`src/rtl/swrx_pkg.sv`:
```
package swrx_pkg;
  localparam int LVL_W = 5;
  localparam int MV_W  = 8;
  localparam logic [LVL_W-1:0] LVL_RESET = 5'd31;

  // breakpoints of the three-slope level table
  localparam int SEG1_END = 12;
  localparam int SEG2_END = 23;
  localparam int SEG1_BASE = 5;
  localparam int SEG2_BASE = SEG1_BASE + 3 * (SEG1_END - 1);
  localparam int SEG3_BASE = SEG2_BASE + 6 * (SEG2_END - SEG1_END);

  typedef enum logic [1:0] {ACK_IDLE, ACK_WAIT, ACK_DRIVE} ack_state_t;

  function automatic logic [MV_W-1:0] level_to_mv(input logic [LVL_W-1:0] code);
    int c;
    int v;
    c = int'(code);
    if (c == 0)              v = 0;
    else if (c <= SEG1_END)  v = SEG1_BASE + 3 * (c - 1);
    else if (c <= SEG2_END)  v = SEG2_BASE + 6 * (c - SEG1_END);
    else                     v = SEG3_BASE + 12 * (c - SEG2_END);
    return MV_W'(v);
  endfunction
endpackage

```
`src/rtl/swrx_phase_timer.sv`:
```
module swrx_phase_timer #(
  parameter int END_CYC = 20000,
  localparam int CW = $clog2(END_CYC + 1)
) (
  input  logic          clk,
  input  logic          rst,
  input  logic          active,
  input  logic          line_in,
  output logic          rise,
  output logic          fall,
  output logic [CW-1:0] dur,
  output logic          long_low,
  output logic          long_high
);
  logic          line_q;
  logic [CW-1:0] cnt;
  logic          edge_det;
  logic          hit;

  assign edge_det = active && (line_in != line_q);

  always_ff @(posedge clk) begin
    if (rst || !active) begin
      line_q <= 1'b1;
      cnt    <= '0;
    end else if (edge_det) begin
      line_q <= line_in;
      cnt    <= CW'(1);
    end else if (cnt != CW'(END_CYC)) begin
      cnt <= cnt + 1'b1;
    end
  end

  assign hit       = active && !edge_det && (cnt == CW'(END_CYC - 1));
  assign rise      = edge_det && line_in;
  assign fall      = edge_det && !line_in;
  assign dur       = cnt;
  assign long_low  = hit && !line_q;
  assign long_high = hit && line_q;
endmodule

```
`src/rtl/swrx_frame_dec.sv`:
```
module swrx_frame_dec
  import swrx_pkg::*;
#(
  parameter int CW         = 15,
  parameter int MIN_PH_CYC = 100,
  parameter int START_CYC  = 100,
  parameter logic [7:0] ADDR = 8'h72
) (
  input  logic             clk,
  input  logic             rst,
  input  logic             active,
  input  logic             rise,
  input  logic             fall,
  input  logic [CW-1:0]    dur,
  input  logic             long_low,
  input  logic             long_high,
  output logic             wr_en,
  output logic [LVL_W-1:0] wr_code,
  output logic             ack_req
);
  logic          ready;
  logic          byte_sel;
  logic [3:0]    nbits;
  logic [7:0]    sh;
  logic [CW-1:0] hi_len;
  logic          have_hi;
  logic          bad;
  logic          is_zero;
  logic          is_one;
  logic          too_short;

  always_comb begin
    is_zero   = {1'b0, dur}    >= {hi_len, 1'b0};
    is_one    = {1'b0, hi_len} >= {dur, 1'b0};
    too_short = (hi_len < CW'(MIN_PH_CYC)) || (dur < CW'(MIN_PH_CYC));
  end

  always_ff @(posedge clk) begin
    wr_en   <= 1'b0;
    ack_req <= 1'b0;
    if (rst || !active) begin
      ready    <= 1'b0;
      byte_sel <= 1'b0;
      nbits    <= '0;
      bad      <= 1'b0;
      have_hi  <= 1'b0;
      sh       <= '0;
      hi_len   <= '0;
      wr_code  <= '0;
    end else if (long_high) begin
      ready    <= 1'b0;
      byte_sel <= 1'b0;
      nbits    <= '0;
      bad      <= 1'b0;
      have_hi  <= 1'b0;
    end else if (long_low) begin
      if (ready && !bad && nbits == 4'd8) begin
        if (!byte_sel) begin
          byte_sel <= (sh == ADDR);
        end else begin
          byte_sel <= 1'b0;
          if (sh[6:5] == 2'b00) begin
            wr_en   <= 1'b1;
            wr_code <= sh[LVL_W-1:0];
            ack_req <= sh[7];
          end
        end
      end else if (nbits != 4'd0 || bad) begin
        byte_sel <= 1'b0;
      end
      ready   <= 1'b1;
      nbits   <= '0;
      bad     <= 1'b0;
      have_hi <= 1'b0;
    end else if (ready && fall) begin
      hi_len  <= dur;
      have_hi <= 1'b1;
      if (nbits == 4'd0 && dur < CW'(START_CYC)) bad <= 1'b1;
    end else if (ready && rise && have_hi) begin
      if (nbits == 4'd8) begin
        bad <= 1'b1;
      end else begin
        nbits <= nbits + 1'b1;
        if (too_short)    bad <= 1'b1;
        else if (is_zero) sh  <= {sh[6:0], 1'b0};
        else if (is_one)  sh  <= {sh[6:0], 1'b1};
        else              bad <= 1'b1;
      end
    end
  end
endmodule

```
`src/rtl/swrx_ack_gen.sv`:
```
module swrx_ack_gen
  import swrx_pkg::*;
#(
  parameter int ACK_DLY_CYC = 100,
  parameter int ACK_CYC     = 25600,
  localparam int TMAX = (ACK_CYC > ACK_DLY_CYC) ? ACK_CYC : ACK_DLY_CYC,
  localparam int TW   = $clog2(TMAX + 1)
) (
  input  logic clk,
  input  logic rst,
  input  logic active,
  input  logic req,
  output logic pd,
  output logic busy
);
  ack_state_t    st;
  logic [TW-1:0] tmr;

  always_ff @(posedge clk) begin
    if (rst || !active) begin
      st  <= ACK_IDLE;
      tmr <= '0;
      pd  <= 1'b0;
    end else begin
      case (st)
        ACK_IDLE: if (req) begin
          st  <= ACK_WAIT;
          tmr <= TW'(1);
        end
        ACK_WAIT: if (tmr == TW'(ACK_DLY_CYC)) begin
          st  <= ACK_DRIVE;
          tmr <= TW'(1);
          pd  <= 1'b1;
        end else begin
          tmr <= tmr + 1'b1;
        end
        ACK_DRIVE: if (tmr == TW'(ACK_CYC)) begin
          st <= ACK_IDLE;
          pd <= 1'b0;
        end else begin
          tmr <= tmr + 1'b1;
        end
        default: st <= ACK_IDLE;
      endcase
    end
  end

  assign busy = (st != ACK_IDLE);
endmodule

```
`src/rtl/swrx_level_map.sv`:
```
module swrx_level_map
  import swrx_pkg::*;
(
  input  logic             clk,
  input  logic             rst,
  input  logic             wr_en,
  input  logic [LVL_W-1:0] wr_code,
  output logic [LVL_W-1:0] level,
  output logic [MV_W-1:0]  mv
);
  always_ff @(posedge clk) begin
    if (rst) begin
      level <= LVL_RESET;
      mv    <= level_to_mv(LVL_RESET);
    end else begin
      if (wr_en) level <= wr_code;
      mv <= level_to_mv(level);
    end
  end
endmodule

```
`src/rtl/swrx_frame_rx.sv`:
```
module swrx_frame_rx
  import swrx_pkg::*;
#(
  parameter int MIN_PH_CYC  = 100,
  parameter int START_CYC   = 100,
  parameter int END_CYC     = 20000,
  parameter int ACK_DLY_CYC = 100,
  parameter int ACK_CYC     = 25600,
  parameter logic [7:0] ADDR = 8'h72,
  localparam int CW = $clog2(END_CYC + 1)
) (
  input  logic             clk,
  input  logic             rst,
  input  logic             line_in,
  input  logic             dig_en,
  output logic             line_pd,
  output logic [LVL_W-1:0] level_code,
  output logic [MV_W-1:0]  fb_mv
);
  logic             rx_active;
  logic             ack_busy;
  logic             rise, fall, long_low, long_high;
  logic [CW-1:0]    dur;
  logic             wr_en, ack_req;
  logic [LVL_W-1:0] wr_code;

  // own acknowledge is masked from decoding
  assign rx_active = dig_en && !ack_busy;

  swrx_phase_timer #(.END_CYC(END_CYC)) u_timer (
    .clk(clk), .rst(rst), .active(rx_active), .line_in(line_in),
    .rise(rise), .fall(fall), .dur(dur),
    .long_low(long_low), .long_high(long_high)
  );

  swrx_frame_dec #(
    .CW(CW), .MIN_PH_CYC(MIN_PH_CYC), .START_CYC(START_CYC), .ADDR(ADDR)
  ) u_dec (
    .clk(clk), .rst(rst), .active(rx_active),
    .rise(rise), .fall(fall), .dur(dur),
    .long_low(long_low), .long_high(long_high),
    .wr_en(wr_en), .wr_code(wr_code), .ack_req(ack_req)
  );

  swrx_ack_gen #(.ACK_DLY_CYC(ACK_DLY_CYC), .ACK_CYC(ACK_CYC)) u_ack (
    .clk(clk), .rst(rst), .active(dig_en), .req(ack_req),
    .pd(line_pd), .busy(ack_busy)
  );

  swrx_level_map u_map (
    .clk(clk), .rst(rst), .wr_en(wr_en), .wr_code(wr_code),
    .level(level_code), .mv(fb_mv)
  );
endmodule

```
`config.mk`:
```
export PLATFORM = sky130hd
export DESIGN_NAME = swrx_frame_rx
export DESIGN_NICKNAME = d
export VERILOG_FILES = /design/src/rtl/swrx_pkg.sv /design/src/rtl/swrx_phase_timer.sv /design/src/rtl/swrx_frame_dec.sv /design/src/rtl/swrx_ack_gen.sv /design/src/rtl/swrx_level_map.sv /design/src/rtl/swrx_frame_rx.sv
export SDC_FILE = /design/constraint.sdc
export NUM_CORES = 1
export LEC_CHECK = 0
export BUFFER_PORTS_ARGS = -buffer_cell sky130_fd_sc_hd__buf_2
export CAP_MARGIN = 40
export CORE_MARGIN = 5
export CORE_UTILIZATION = 55
export CTS_BUF_LIST = sky130_fd_sc_hd__clkbuf_8
export DETAILED_ROUTE_END_ITERATION = 6
export GPL_TIMING_DRIVEN = 0
export MAX_ROUTING_LAYER = met4
export PLACE_DENSITY = 0.8
export SETUP_SLACK_MARGIN = 0.5
export SLEW_MARGIN = 20
export SYNTH_ARGS = -nofsm -noshare
export SYNTH_HDL_FRONTEND = slang
export SYNTH_SLANG_ARGS = --single-unit
```
`constraint.sdc`:
```
create_clock -name clk -period 3.4 [get_ports clk]
set_input_delay 0.68 -clock clk [delete_from_list [all_inputs] [get_ports clk]]
set_output_delay 0.68 -clock clk [all_outputs]
set_load 0.005 [all_outputs]
```
==> summary.txt <==
Max-slew violations - 0
Crit path top cell by count - ha_4
EDFF count, synth - 0
Async set-reset flop share out of synthesis - 0%
Reg2Reg Setup Slack - 0.32 ns
GR Overflow Total - 0
Post-Synthesis Cell Area - 5520 µm²
Max Fanout on Critical Path - 5
WP buf/inv - 3
Fin Setup TNS - 0 ns
Leading area contributor after synthesis - dfxtp_1
Layout cell share with drive strength beyond 1 - 16.8%
Iteration-0 DRC Markers - 245
Vias post-DR - 4767
Hold WC Path Type - flop to flop
Die Footprint - 12100 µm²
CP top delay family - adder cells
Sequential area share after synthesis - 30.8%
Final Skew - 0.0139 ns
Vias in the first global route - 4702
Tcrit/Tclk final - 90.6%
Leakage power - 0.00253 µW
DRC errors left - 0
Mapped Avg Cell Area - 8.59 µm²
Final min period - 3.08 ns
CP Depth - 14
Starting Density - 56.5%
Final GP Congestion - 0.927
Total wire length - 13800 µm
Crit path DAT - 3.33 ns
Max cap viols - 0
NumNets Final - 772
Synth unique cells - 61
Total power - 1890 µW
Relative slew slack - 52.1%
Global-route usage over all layers - 23.8%
Pre-antenna DRT Iters - 4
Routed Antenna Nets - 0
H-Tree Depth - 3
Net Count, Synth - 728
Final hold violations - 0
RSZ-0062 raised after global routing - yes
Later-pin clock latency in the skew report - 0.37 ns
CP max-delay cell - fa_1
Clk buf depth - 2
Largest cells by area after synthesis - dfxtp_1 31%, ha_1 18%, nor2_1 6.4%
Setup-failing EPs final - 0
Initial antenna violation count - 0
Synthesis-stage register bit count - 85
Vias/cell - 5.78
Status - complete, no violations
Die width - 110 µm
Layout area overhead - 17.9%
CP endpoint kind - flop
Final Cell Area - 6510 µm²
R2r startpoint - u_map.level[2]
I/O Pins - 18
Pin count of the biggest net entering global routing - 17
Crit-path max cell delay - 0.45 ns
Core Rows - 36
CTS tree - yes
CP Capture Point - u_map.mv[6]
Placed Instance Area - 5800 µm²
Synth warn - 0
Maximum achievable frequency - 325 MHz
Power per Cell Area - 290 nW/µm²
Chip Height - 110 µm
Post-CTS Hold Buffers - 0
Min Hold Slack - 0.475 ns
Critical path launch point type - flop
Most frequent cells in the layout - 94 x nor2_1, 81 x dfxtp_1, 63 x ha_1
Post-DP HPWL - 9220 µm
Critical path, cell by cell - clkbuf_16 > clkinvlp_4 > buf_4 > ha_4 > nand2_1 > xnor2_2 > ha_2 > fa_1 > ha_4 > a21oi_2 > o21ai_2 > xor2_1 > a31oi_1 > o21ai_1
RR Endpoint - u_map.mv[6]
Ant diodes - 0
Top_reg_cell synth - dfxtp_1
Routed wire per std cell - 16.7 µm
Origin of the worst setup path - u_map.level[2]
Clk sink count - 85
Global-route wire length before repair - 22100 µm
Commonest non-fill, non-tap cell in the layout - nor2_1
Cells after Synth - 643
Yosys top cell area share - 30.8%
Worst vdd ir - 208 µV
CTS clk-pin slew, worst paths - 0.10 ns
Worst-margin pin slew - 0.719 ns
Core area - 9770 µm²
CP Class - flop to flop
IO buf count - 17
Worst r2r path cells - 14
Req. time, crit path - 3.65 ns
Root Driver - clkbuf_8
CTS Buf Count - 9
-- cells in the mapped netlist (2+ instances only) --
library cell and instances:
or3_1 3, a21o_1 9, nor4b_1 4, nor4_1 6, nand2b_1 5, a31oi_1 3, xor2_1 18, nand4b_1 3
nor2b_1 3, a211oi_1 3, mux2i_1 17, ha_1 78, and4_1 4, a21oi_1 46, o21ai_0 10, o211ai_1 12
inv_1 48, nor4_2 2, o21a_1 3, clkbuf_1 15, fa_1 3, xnor2_1 37, and3_1 6, dfxtp_1 85
nor3_1 10, o311ai_2 2, a211o_1 2, nor2_1 94, nand2_1 52, nand3_1 18, nand4_1 12
-- state kept, by name, summed over array words and instances, names as in the netlist --
name	cells
u_ack.pd	1
u_ack.st	2
u_ack.tmr	15
u_dec.ack_req	1
u_dec.bad	1
u_dec.byte_sel	1
u_dec.have_hi	1
u_dec.hi_len	15
u_dec.nbits	4
u_dec.ready	1
u_dec.sh	8
u_dec.wr_code	5
u_dec.wr_en	1
u_map.level	5
u_map.mv	8
u_timer.dur	15
u_timer.line_q	1
-- through the flow --
| step | utilization, % | instances | worst slack (ns) |
|---|---|---|---|
| finish | 66.6 | 825 | 0.318 |
| global route | 66.6 | 825 | 0.225 |
| detailed placement | 59.3 | 793 | 0.0503 |
| global placement | 59.3 | 793 | 0.150 |
| CTS | 65.5 | 822 | 0.489 |
| floorplan | - | 643 | 0.508 |
-- repair_timing --
| action | CTS | global route |
|---|---|---|
| setup buffers | 13 | 3 |
| resized for setup | 52 | 13 |
| endpoints found under the setup margin | 4 | 3 |
| pin swaps | 17 | 17 |
-- layout make-up --
| type | count | area (µm²) |
|---|---|---|
| Fill cell | 754 | 3260 |
| Multi-Input combinational cell | 491 | 3880 |
| Timing Repair Buffer | 33 | 213 |
| Sequential cell | 85 | 1710 |
| Buffer | 17 | 104 |
| Tap cell | 133 | 166 |
| Inverter | 50 | 198 |
| Clock buffer | 10 | 138 |
| Clock inverter | 6 | 97.6 |
-- layer usage --
| metal | global-route usage, % | part of all wire (%) |
|---|---|---|
| met3 | 5.47 | 5.5 |
| met5 | - | 0 |
| met4 | 8.62 | 2.4 |
| met1 | 28.2 | 42 |
| met2 | 39.8 | 50 |
-- worst register-to-register path, stage by stage (launching register included) --
cell	delay [ns]
dfxtp_4	0.39
clkbuf_16	0.14
clkinvlp_4	0.16
buf_4	0.19
ha_4	0.16
nand2_1	0.10
xnor2_2	0.14
ha_2	0.22
fa_1	0.45
ha_4	0.26
a21oi_2	0.16
o21ai_2	0.08
xor2_1	0.16
a31oi_1	0.24
o21ai_1	0.11
-- kinds of logic after synthesis --
kind of cell | after synthesis | share of synthesized area [%]
multiplexers | 18 | 3.29
flip-flops | 85 | 30.8
XOR/XNOR | 55 | 8.72
AND/OR/NAND/NOR | 232 | 20.8
AO/OA/AOI/OAI | 105 | 13.0
buffers and inverters | 67 | 4.65
adder cells (fa/ha/maj) | 81 | 18.8
-- worst min path at each step --
stage	startpoint	to	slack, ns	cells past startpoint
finish	u_dec.have_hi	u_dec.have_hi	0.47	2
global route	u_ack.pd	u_ack.pd	0.51	2
CTS	u_dec.have_hi	u_dec.have_hi	0.47	2
detailed placement	u_dec.have_hi	u_dec.have_hi	0.46	2
global placement	u_dec.have_hi	u_dec.have_hi	0.44	2
floorplan	u_dec.have_hi	u_dec.have_hi	0.43	2
-- power breakdown --
| group | switching, µW | internal, µW | total (µW) |
|---|---|---|---|
| registers | 2.76 | 994 | 996 |
| clock network | 405 | 447 | 852 |
| logic | 29.6 | 10.9 | 40.5 |
| total | 437 | 1450 | 1890 |
Note: power is estimated with default switching activity, not from simulation.
